File: config.mk
export PLATFORM = sky130hd
export DESIGN_NAME = therm_gray_encoder
export DESIGN_NICKNAME = d
export VERILOG_FILES = /design/src/rtl/therm_gray_pkg.sv /design/src/rtl/therm_tap_encoder.sv /design/src/rtl/gray_to_bin.sv /design/src/rtl/therm_gray_ctrl.sv /design/src/rtl/therm_gray_datapath.sv /design/src/rtl/therm_gray_encoder.sv
export SDC_FILE = /design/constraint.sdc
export NUM_CORES = 1
export LEC_CHECK = 0
export ABC_AREA = 0
export BUFFER_PORTS_ARGS = -buffer_cell sky130_fd_sc_hd__buf_4
export CAP_MARGIN = 20
export CELL_PAD_IN_SITES_DETAIL_PLACEMENT = 1
export CELL_PAD_IN_SITES_GLOBAL_PLACEMENT = 1
export CORE_MARGIN = 3
export CORE_UTILIZATION = 32
export DETAILED_ROUTE_END_ITERATION = 7
export GPL_ROUTABILITY_DRIVEN = 0
export PLACE_DENSITY_LB_ADDON = 0.1
export SYNTH_ARGS = -nofsm -noshare
export SYNTH_HDL_FRONTEND = slang
export SYNTH_HIERARCHICAL = 1
export SYNTH_SLANG_ARGS = --single-unit
File: constraint.sdc
create_clock -name clk -period 0.8 [get_ports clk]
set_input_delay 0.08 -clock clk [delete_from_list [all_inputs] [get_ports clk]]
set_output_delay 0.08 -clock clk [all_outputs]
set_load 0.02 [all_outputs]
File: src/rtl/therm_gray_pkg.sv
package therm_gray_pkg;
  // Strobes sent from the control module to the datapath.
  typedef struct packed {
    logic captureEn;  // load Gray and binary registers this edge
  } ctrlStrobe_t;
endpackage

File: src/rtl/therm_tap_encoder.sv
module therm_tap_encoder #(
  parameter int CODE_W = 4,
  localparam int THERM_W = (1 << CODE_W) - 1
) (
  input  logic [THERM_W-1:0] thermIn,
  output logic [CODE_W-1:0]  grayComb
);
  // A tap with 1-based index j feeds Gray bit k when k is the lowest set bit of j.
  function automatic logic [THERM_W-1:0] tapMask(input int k);
    logic [THERM_W-1:0] m;
    m = '0;
    for (int j = 1; j <= THERM_W; j++) begin
      if ((j % (2 << k)) == (1 << k)) m[j-1] = 1'b1;
    end
    return m;
  endfunction

  for (genvar k = 0; k < CODE_W; k++) begin : gBit
    localparam logic [THERM_W-1:0] MASK = tapMask(k);
    assign grayComb[k] = ^(thermIn & MASK);
  end
endmodule

File: src/rtl/gray_to_bin.sv
module gray_to_bin #(
  parameter int CODE_W = 4
) (
  input  logic [CODE_W-1:0] grayIn,
  output logic [CODE_W-1:0] binComb
);
  // Each binary bit is the parity of all Gray bits at or above its position.
  for (genvar k = 0; k < CODE_W; k++) begin : gBin
    assign binComb[k] = ^grayIn[CODE_W-1:k];
  end
endmodule

File: src/rtl/therm_gray_ctrl.sv
module therm_gray_ctrl
  import therm_gray_pkg::*;
(
  input  logic        clk,
  input  logic        rstN,
  input  logic        strobeIn,
  output ctrlStrobe_t ctl,
  output logic        validOut
);
  logic validQ;

  always_comb ctl.captureEn = strobeIn;

  always_ff @(posedge clk or negedge rstN) begin
    if (!rstN) validQ <= 1'b0;
    else       validQ <= strobeIn;
  end

  assign validOut = validQ;

  AST_VALID_AFTER_STROBE: assert property (@(posedge clk) disable iff (!rstN)
    strobeIn |=> validOut);
  AST_NO_VALID_WITHOUT_STROBE: assert property (@(posedge clk) disable iff (!rstN)
    !strobeIn |=> !validOut);
endmodule

File: src/rtl/therm_gray_datapath.sv
module therm_gray_datapath
  import therm_gray_pkg::*;
#(
  parameter int CODE_W = 4,
  localparam int THERM_W = (1 << CODE_W) - 1
) (
  input  logic               clk,
  input  logic               rstN,
  input  ctrlStrobe_t        ctl,
  input  logic [THERM_W-1:0] thermIn,
  output logic [CODE_W-1:0]  grayOut,
  output logic [CODE_W-1:0]  binOut
);
  localparam logic [THERM_W-1:0] ONE_T = 1;

  logic [CODE_W-1:0] grayComb;
  logic [CODE_W-1:0] binComb;
  logic [CODE_W-1:0] grayQ;
  logic [CODE_W-1:0] binQ;

  therm_tap_encoder #(.CODE_W(CODE_W)) uEnc (
    .thermIn (thermIn),
    .grayComb(grayComb)
  );

  gray_to_bin #(.CODE_W(CODE_W)) uG2b (
    .grayIn (grayComb),
    .binComb(binComb)
  );

  always_ff @(posedge clk or negedge rstN) begin
    if (!rstN) begin
      grayQ <= '0;
      binQ  <= '0;
    end else if (ctl.captureEn) begin
      grayQ <= grayComb;
      binQ  <= binComb;
    end
  end

  assign grayOut = grayQ;
  assign binOut  = binQ;

  AST_HOLD_WHEN_IDLE: assert property (@(posedge clk) disable iff (!rstN)
    !ctl.captureEn |=> ($stable(grayQ) && $stable(binQ)));
  AST_CLEAN_COUNT: assert property (@(posedge clk) disable iff (!rstN)
    (ctl.captureEn && ((thermIn & (thermIn + ONE_T)) == '0))
      |=> (binQ == CODE_W'($countones($past(thermIn)))));
  AST_REFLECTED_PAIR: assert property (@(posedge clk) disable iff (!rstN)
    grayQ == (binQ ^ (binQ >> 1)));
endmodule

File: src/rtl/therm_gray_encoder.sv
module therm_gray_encoder
  import therm_gray_pkg::*;
#(
  parameter int CODE_W = 4,
  localparam int THERM_W = (1 << CODE_W) - 1
) (
  input  logic               clk,
  input  logic               rstN,
  input  logic               strobeIn,
  input  logic [THERM_W-1:0] thermIn,
  output logic [CODE_W-1:0]  grayOut,
  output logic [CODE_W-1:0]  binOut,
  output logic               validOut
);
  ctrlStrobe_t ctl;

  therm_gray_ctrl uCtrl (
    .clk     (clk),
    .rstN    (rstN),
    .strobeIn(strobeIn),
    .ctl     (ctl),
    .validOut(validOut)
  );

  therm_gray_datapath #(.CODE_W(CODE_W)) uDp (
    .clk    (clk),
    .rstN   (rstN),
    .ctl    (ctl),
    .thermIn(thermIn),
    .grayOut(grayOut),
    .binOut (binOut)
  );
endmodule

======== Word-level counts from Yosys, hierarchy flattened ========
Index checks and enable logic that the tools add are counted.
word-level totals
  flip-flop bits (word level) ............. 9
  bits in latches ......................... 0
  memory bits (writable) .................. 0
  bits in read-only memories .............. 0
  memories ................................ 0
operators by class
  $add $sub $neg .......................... 0
  multipliers ............................. 0
  div/mod/pow operators ................... 0
  magnitude comparators ................... 0
  equality and inequality tests ........... 0
  shifts and indexed selects .............. 0
  muxes and demuxes ....................... 0
  bitwise gates (word level) .............. 0
  reduce and logical (&&, ||, !) cells .... 7
operator list
  cell                number
  $reduce_xor A15 Y1  4
  $reduce_xor A4 Y1   1
  $reduce_xor A3 Y1   1
  $reduce_xor A2 Y1   1

======== Longest topological paths before layout ========
Gate-level depths: netlist (run 1).
  word-level depth ........................ 2
  gate-level depth with buffers ........... 6
  mapped depth without buffers ............ 6

======== Modules after synthesis ========
Netlist (run 1), hierarchy kept.
by module, submodules not included
  module               instances  cells each  area each (um^2)  sequential area each (um^2)
  therm_gray_datapath  1          17          331.6             200.2
  therm_tap_encoder    1          12          103.8             0.0
  gray_to_bin          1          5           50.0              0.0
  therm_gray_ctrl      1          2           32.5              25.0

======== Worst setup path after synthesis (run 1) ========
Ideal clock, no wire load.
  path type ............................... input -> register
  start point ............................. in thermIn[6]
  end point ............................... reg uDp.binQ[0], in the netlist uDp/binOut[0]
  setup time .............................. 0.125 ns
  arrival time ............................ 1.052 ns
  data required time ...................... 0.675 ns
  setup slack ............................. -0.377 ns
  stages on the path ...................... 6
  cell sequence ........................... xor2_1 -> xnor2_1 -> xnor2_1 -> xnor2_1 -> xnor2_1 -> mux2_4
between the ends
  longest elaborated chain between the ends .. 2
RTL lines
  what                       line                       source
  from (decl)                therm_gray_encoder.sv:10   input logic [THERM_W-1:0] thermIn,
  $reduce_xor A15 Y1         therm_tap_encoder.sv:20    assign grayComb[k] = ^(thermIn & MASK);
  named net uDp.grayComb[0]  therm_gray_datapath.sv:16  logic [CODE_W-1:0] grayComb;
  $reduce_xor A4 Y1          gray_to_bin.sv:9           assign binComb[k] = ^grayIn[CODE_W-1:k];
  named net uDp.binComb[0]   therm_gray_datapath.sv:17  logic [CODE_W-1:0] binComb;
  to (signal assigned)       therm_gray_datapath.sv:37  binQ <= binComb;
  to (decl)                  therm_gray_datapath.sv:19  logic [CODE_W-1:0] binQ;
The timed path passes the listed nets, and every way through them passes these cells.
A chain may end at the register's enable or synchronous reset.

======== Worst setup path after layout (run 1) ========
Ends and elaborated chain as after synthesis.

==> impl_metrics.yaml, run 1 <==
setup_path:
  cp.arrival_ps: 1210
  max_stage_delay_ps: 260
  cp_max_fo: 2
  path_class: "primary input to register"
  cp-start-kind: "primary input"
  end_kind: "register"
  worst-path-buf-inv: 1
  cpMostUsedCell: "xnor2_1"
  cp_top_family: "XOR/XNOR gates"
  worstPathCellList: "buf_6 -> xor2_2 -> xnor2_1 -> xnor2_1 -> xnor2_1 -> xnor2_1 -> mux2_4"
  required_ps: 940
  slowest_stage: "mux2_4"
layout:
  regArea_sq_um: 231
  drive_above_1_share_pct: 82.1
  fin_cells: 82
  fillerInstances: 137
  fin_nets: 86
  antenna_cells: 0
  multi_input_area_sq_um: 319
  final_cell_area_sq_um: 898
  syn2layout_area_growth_pct: 73.4
timing:
  worst_slew_pin_slew_ps: 251
  maxSlewHeadroom_pct: 83.3
  tns_ps: -1130
  period_share_pct: 134
  setup_slack_ps: -273
  drv_slew: 0
  post-route-min-period_ps: 1070
  clock_skew_ps: 0
  rsz0062_at_grt: "true"
  max_freq_mhz: 932
  setup_viol: 13
  finalHoldViolCount: 0
clock_tree:
  cts_tree: "done"
  cts_sinks: 9
  htree_num_levels: 1
  clock_path_buffers: 2
  clk_latency_ps: 250
  root_buffer: "clkbuf_4"
  clk_pin_slew_worst_paths_ps: 60
  cts_buffers: 3
yosys:
  ys_warn_count: 6
  syn_inst: 36
  ys.flop_type: "dfrtp_1"
  synth_area_leaders: "dfrtp_1 43%, mux2_4 23%, xnor2_1 17%"
  yosys-top-cells-count: "10 x xnor2_1, 9 x dfrtp_1, 8 x mux2_4"
  seq_area_frac_synth_pct: 43.5
  syn_area_sq_um: 518
  synth.top_cell.area_share_pct: 43.5
  ys_ff_latch: 9
  synth_top_area_cell: "dfrtp_1"
  syn_area_per_cell_sq_um: 14.4
  yosysUniqueCellTypes: 7
  yosysMostFrequentCell: "xnor2_1"
  synth_enable_flop_cells: 0
  postSynth.asyncResetShare_pct: 100
  syn_nets: 54
pwr:
  p_per_area_mw_per_mm2: 2240
  power_leakage_nw: 0.427
  ir_worst_vdd_uv: 947
  finalPower_mw: 2.01
floorplanning:
  dieArea_sq_mm: 0.00214
  dieHeight_microns: 46.2
  rows: 13
  io_pins: 27
  fp.coreArea_sq_mm: 0.00140
  die_w_microns: 46.2
  initial_utilization_pct: 37.0
routing:
  wire_per_inst_microns: 13.7
  wirelength_mm: 1.12
  drtIter0Drc: 1
  ant_nets: 0
  dr.pass1.iters: 2
  via_per_inst: 4.50
  num_vias: 369
  drcViolationCount: 0
run_status:
  violations: "setup timing"
  status: "complete, but fails checks"
global_routing:
  gr-usage-all-layers_pct: 13.1
  first_global_vias: 435
  grt_max_degree: 10
  grt_pass1_wl_mm: 1.99
  antenna_found_initial: 0
  grt-ovfl-total: 0
placement:
  placed_area_sq_um: 727
  dp.cells: 75
  io_buffer_count: 26
  dp_hpwl_microns: 889
min_path:
  hold_path_class: "primary input to register"
flow_run:
  cap_violations: 0
timing repair:
item,CTS,global route
resized for setup,17,8
pin swaps,7,9
endpoints found under the setup margin,12,17
endpoints found under the hold margin,9,0
buffers inserted,2,0
hold buffers,1,0
power by group:
group	leakage (nW)	switching [mW]	total [mW]	internal (mW)
logic	0.312	0.389	1.01	0.620
clock network	0.0150	0.146	0.338	0.191
registers	0.100	0.0877	0.665	0.577
total	0.427	0.623	2.01	1.39
placed cells by master (no fill, tap or decap), types with 3 or more instances in the layout:
| master | count |
|---|---|
| xnor2_2 | 5 |
| xnor2_1 | 5 |
| buf_4 | 12 |
| buf_6 | 18 |
| clkbuf_4 | 3 |
| dfrtp_1 | 4 |
| xor2_2 | 4 |
| dfrtp_2 | 5 |
| mux2_4 | 8 |
per-layer routing:
layer | track usage, % | routed length (microns) | up-vias | part of all wire [%]
li1 | - | - | 171 | -
met1 | 15.7 | 404 | 177 | 36
met2 | 23.4 | 619 | 21 | 55
met3 | 1.56 | 97 | 0 | 8.7
met4 | 5.11 | 0 | 0 | 0
met5 | 0 | 0 | - | 0
metrics by stage:
| step | hold WS (ps) | setup slack [ps] | util (%) |
|---|---|---|---|
| finish | 57.3 | -273 | 64.2 |
| global route | 49.3 | -366 | 64.2 |
| CTS | 51.8 | -288 | 61.3 |
| detailed placement | -88.9 | -570 | 52.0 |
| global placement | -96.1 | -513 | 52.0 |
| floorplan | -216 | -359 | - |
cell families (layout without fill, tap and decap cells):
logic type | count (synthesis) | after routing | share of synthesized area (%)
xor+xnor | 15 | 15 | 26.8
buf+inv | 4 | 35 | 6.52
flops | 9 | 9 | 43.5
mux | 8 | 8 | 23.2
layout make-up:
type / count / share of cell area [%]
Timing Repair Buffer: 31 / 33.7
Multi-Input combinational cell: 23 / 35.5
Sequential cell: 9 / 25.8
Clock buffer: 4 / 2.92
Tap cell: 15 / 2.09
worst paths after layout:
kind | startpoint | end | slack [ps] | cells past startpoint
worst max-delay path | thermIn[6] | uDp/binOut[0] | -270 | 7
worst min-delay path | strobeIn | uCtrl/validOut | 60 | 1
worst max register to register | uDp/grayOut[3] | uDp/grayOut[3] | 0 | 1
worst min register to register | uDp/binOut[3] | uDp/binOut[3] | 530 | 1
max in group asynchronous | rstN | uDp/binOut[2] | 460 | 2
min in group asynchronous | rstN | uDp/grayOut[1] | 200 | 2
sequential cells by signal (all words and copies together) (netlist names):
register and count:
uCtrl/validOut 1, uDp/binOut 4, uDp/grayOut 4
Note: power is estimated with default switching activity, not from simulation.
==> run 2: changes to the inputs <==
- RECOVER_POWER: unset -> 100
==> impl_metrics.yaml, run 2 (synthesized netlist as in run 1, its figures left out) <==
placement:
  dp.cells: 75
  io_buffer_count: 26
  placed_area_sq_um: 727
  dp_hpwl_microns: 889
  preCtsSetupSlack_ps: -570
layout:
  layout_common_cells: "18 x buf_6, 11 x buf_4, 8 x mux2_4"
  final_cell_area_sq_um: 895
  drive_above_1_share_pct: 80.6
  fin_cells: 82
  antenna_cells: 0
  syn2layout_area_growth_pct: 72.7
  final_common_cell: "buf_6"
  fin_nets: 86
pwr:
  p_per_area_mw_per_mm2: 2250
  power_leakage_nw: 0.423
  ir_worst_vdd_uv: 947
setup_path:
  cp.arrival_ps: 1210
  cp-start-kind: "primary input"
  cp_max_fo: 2
  end_kind: "register"
  path_class: "primary input to register"
  required_ps: 940
min_path:
  hold_path_class: "primary input to register"
clock_tree:
  cts_sinks: 9
  htree_num_levels: 1
  cts_tree: "done"
  clock_path_buffers: 2
  clk_latency_ps: 250
  clk_pin_slew_worst_paths_ps: 60
  root_buffer: "clkbuf_4"
  cts_buffers: 3
floorplanning:
  die_w_microns: 46.2
  dieArea_sq_mm: 0.00214
  fp.coreArea_sq_mm: 0.00140
  initial_utilization_pct: 37.0
  dieHeight_microns: 46.2
  rows: 13
  io_pins: 27
run_status:
  violations: "setup timing"
  status: "complete, but fails checks"
routing:
  wirelength_mm: 1.12
  num_vias: 369
  via_per_inst: 4.50
  wire_per_inst_microns: 13.6
  dr.pass1.iters: 2
  ant_nets: 0
  drtIter0Drc: 1
  drcViolationCount: 0
timing:
  maxSlewHeadroom_pct: 68.4
  worst_slew_pin_slew_ps: 474
  drv_slew: 0
  period_share_pct: 134
  setup_viol: 13
  setup_slack_ps: -273
  tns_ps: -1130
  clock_skew_ps: 0
  finalHoldViolCount: 0
  max_freq_mhz: 932
  rsz0062_at_grt: "true"
  post-route-min-period_ps: 1070
global_routing:
  grt_max_degree: 10
  grtUsageMet1_pct: 15.7
  grt.busiest_layer: "met2"
  gr-usage-all-layers_pct: 13.1
  first_global_vias: 435
  global_route.usage.met3_pct: 1.56
  grt_use_met2_pct: 23.4
  grt-ovfl-total: 0
  antenna_found_initial: 0
  grt_pass1_wl_mm: 1.99
flow_run:
  cap_violations: 0
==> run 2: cell count changes in the layout (fill, tap and decap cells not counted), sizes merged <==
cell / previous run / this run
buf: 30 / 29
clkbuf: 4 / 5
==> run 2: critical path, stage by stage <==
cell and delay [ps]:
buf_6 90, xor2_2 160, xnor2_1 180, xnor2_1 180
xnor2_1 160, xnor2_1 90, mux2_4 260
==> run 2: path summary, 6_finish.rpt <==
path,startpoint,cells after the start,end,slack [ps]
max in group asynchronous,rstN,2,uDp/binOut[2],150
min in group asynchronous,rstN,2,uDp/grayOut[0],300
hold reg to reg,uDp/binOut[3],1,uDp/binOut[3],530
setup / recovery,thermIn[6],7,uDp/binOut[0],-270
setup reg to reg,uDp/grayOut[3],1,uDp/grayOut[3],0
hold / removal,strobeIn,1,uCtrl/validOut,60
==> run 2: area by class of cell <==
| cell class | count | area (sq um) |
|---|---|---|
| multi-input combinational | 23 | 319 |
| tap | 15 | 18.8 |
| timing repair buffer | 31 | 299 |
| fill | 137 | 504 |
| clock buffer | 4 | 26.3 |
| sequential | 9 | 231 |
==> run 2: metal layers <==
layer | vias up | wire length [microns]
li1 | 171 | -
met1 | 177 | 402
met2 | 21 | 619
met3 | 0 | 97
met4 | 0 | 0
met5 | - | 0
==> run 2: what timing repair did <==
item / CTS / global route
endpoints found under the setup margin: 12 / 17
gates cloned: 0 / 0
pin swaps: 7 / 9
gates resized for setup: 17 / 8
hold buffers: 1 / 0
setup buffers: 2 / 0
hold endpoints to repair: 9 / 0
==> run 2: through the flow <==
step | total power [mW] | hold WS, ps | util (%)
2_1_floorplan | 1.17 | -216 | -
3_3_place_gp | 1.46 | -96.1 | 52.0
5_1_grt | 2.14 | 49.3 | 64.0
6_report | 2.01 | 57.3 | 64.0
4_1_cts | 2.01 | 51.8 | 61.3
3_5_place_dp | 1.49 | -88.9 | 52.0
==> run 2: report_power, final <==
group          switching, mW  internal, mW
combinational          0.389         0.618
sequential            0.0874         0.577
clock                  0.146         0.191
total                  0.623          1.39
==> run 3: changes to the inputs <==
- CORE_UTILIZATION: 32 -> 34
- CTS_BUF_LIST: unset -> sky130_fd_sc_hd__clkbuf_4
- GPL_TIMING_DRIVEN: unset -> 1
==> impl_metrics.yaml, run 3 (synthesized netlist as in run 1, its figures left out) <==
run_status:
  status: "complete, but fails checks"
  violations: "setup timing"
global_routing:
  grt_pass1_wl_mm: 1.90
  grt_max_degree: 10
  antenna_found_initial: 0
  first_global_vias: 423
  grt-ovfl-total: 0
  gr-usage-all-layers_pct: 14.3
setup_path:
  cp_max_fo: 2
  end_kind: "register"
  path_class: "primary input to register"
  crit_end: "uDp/binOut[0]"
  slowest_stage: "mux2_4"
  required_ps: 950
  reg2regPathDepth: 1
  path_depth: 7
  worstPathCellList: "buf_4 -> xnor2_4 -> xnor2_2 -> xnor2_2 -> xnor2_1 -> xnor2_1 -> mux2_4"
  startpoint: "thermIn[14]"
  cp-start-kind: "primary input"
  r2r_slack_ps: -10
  cp_top_family: "XOR/XNOR gates"
  worstReg2RegEnd: "uDp/grayOut[3]"
  regToRegStartpoint: "uDp/grayOut[3]"
  cp.arrival_ps: 1240
  max_stage_delay_ps: 270
  worst-path-buf-inv: 1
routing:
  num_vias: 368
  drcViolationCount: 0
  ant_nets: 0
  via_per_inst: 4.54
  wirelength_mm: 1.40
  wire_per_inst_microns: 17.3
  dr.pass1.iters: 1
  drtIter0Drc: 0
timing:
  worst_slew_pin_slew_ps: 247
  drv_slew: 0
  setup_slack_ps: -285
  maxSlewHeadroom_pct: 83.6
  rsz0062_at_grt: "true"
  setup_viol: 14
  finalHoldViolCount: 0
  max_freq_mhz: 922
  period_share_pct: 136
  clock_skew_ps: 0
  post-route-min-period_ps: 1080
pwr:
  power_leakage_nw: 0.448
  ir_worst_vdd_uv: 993
  p_per_area_mw_per_mm2: 2260
layout:
  final_common_cell: "buf_6"
  layout_common_cells: "17 x buf_6, 11 x buf_4, 8 x mux2_4, 5 x dfrtp_2, 5 x xnor2_2"
  fillerInstances: 117
  drive_above_1_share_pct: 87.9
  antenna_cells: 0
  fin_cells: 81
  syn2layout_area_growth_pct: 84.3
  postLayoutCoreUtil_pct: 69.9
  final_cell_area_sq_um: 955
  fin_nets: 85
clock_tree:
  cts_sinks: 9
  clk_pin_slew_worst_paths_ps: 60
  root_buffer: "clkbuf_4"
  cts_tree: "done"
  clk_latency_ps: 270
  htree_num_levels: 1
  clock_path_buffers: 2
  cts_buffers: 3
floorplanning:
  dieHeight_microns: 45.0
  initial_utilization_pct: 37.9
  die_w_microns: 45.0
  io_pins: 27
  fp.coreArea_sq_mm: 0.00137
  rows: 13
  dieArea_sq_mm: 0.00203
min_path:
  hold_path_class: "primary input to register"
placement:
  dp_hpwl_microns: 935
  placed_area_sq_um: 727
  dp.cells: 75
  io_buffer_count: 26
flow_run:
  cap_violations: 0
run 3: metal layers:
layer  vias up  wire length (microns)  GRT usage, %  share of wire [%]
met5         -                      0             0                  0
met4         0                     27          10.5                1.9
met3         2                    108          6.77                7.7
met2        22                    770          24.0                 55
met1       177                    495          13.2                 35
li1        167                      -             -                  -
run 3: metrics by stage:
step / TNS [ps] / worst slack [ps] / hold WS, ps / total power [mW]
floorplan: -727 / -359 / -216 / 1.17
global placement: -1620 / -499 / -97.8 / 1.48
detailed placement: -1840 / -595 / -90.3 / 1.52
CTS: -1320 / -274 / 40.6 / 2.04
global route: -1710 / -315 / 24.4 / 2.27
finish: -1370 / -285 / 38.0 / 2.16
run 3: report_power, final:
group	switching [mW]	total (mW)	internal, mW
registers	0.0992	0.676	0.577
clock network	0.166	0.393	0.227
logic	0.433	1.09	0.654
run 3: worst min path at each step:
| stage | start | end | cells past startpoint |
|---|---|---|---|
| 6_report | strobeIn | uCtrl/validOut | 1 |
| 4_1_cts | strobeIn | uCtrl/validOut | 1 |
| 5_1_grt | strobeIn | uCtrl/validOut | 1 |
| 3_5_place_dp | rstN | uDp/grayOut[0] | 1 |
| 3_3_place_gp | rstN | uDp/binOut[1] | 1 |
| 2_1_floorplan | rstN | uCtrl/validOut | 0 |
run 3: layout make-up:
type	instances	area (sq um)	share of cell area [%]
multi-input cells	23	375	39.3
repair buffers	30	299	31.3
flip-flops and latches	9	231	24.2
clock buffers	4	30.0	3.15
well taps	15	18.8	1.97
run 3: repair_timing:
action | 4_1_cts | 5_1_grt
hold buffers | 1 | 0
setup buffers | 1 | 1
endpoints found under the hold margin | 9 | 0
setup endpoints to repair | 13 | 16
pin swaps | 9 | 8
resized for setup | 18 | 14
gates cloned | 0 | 0
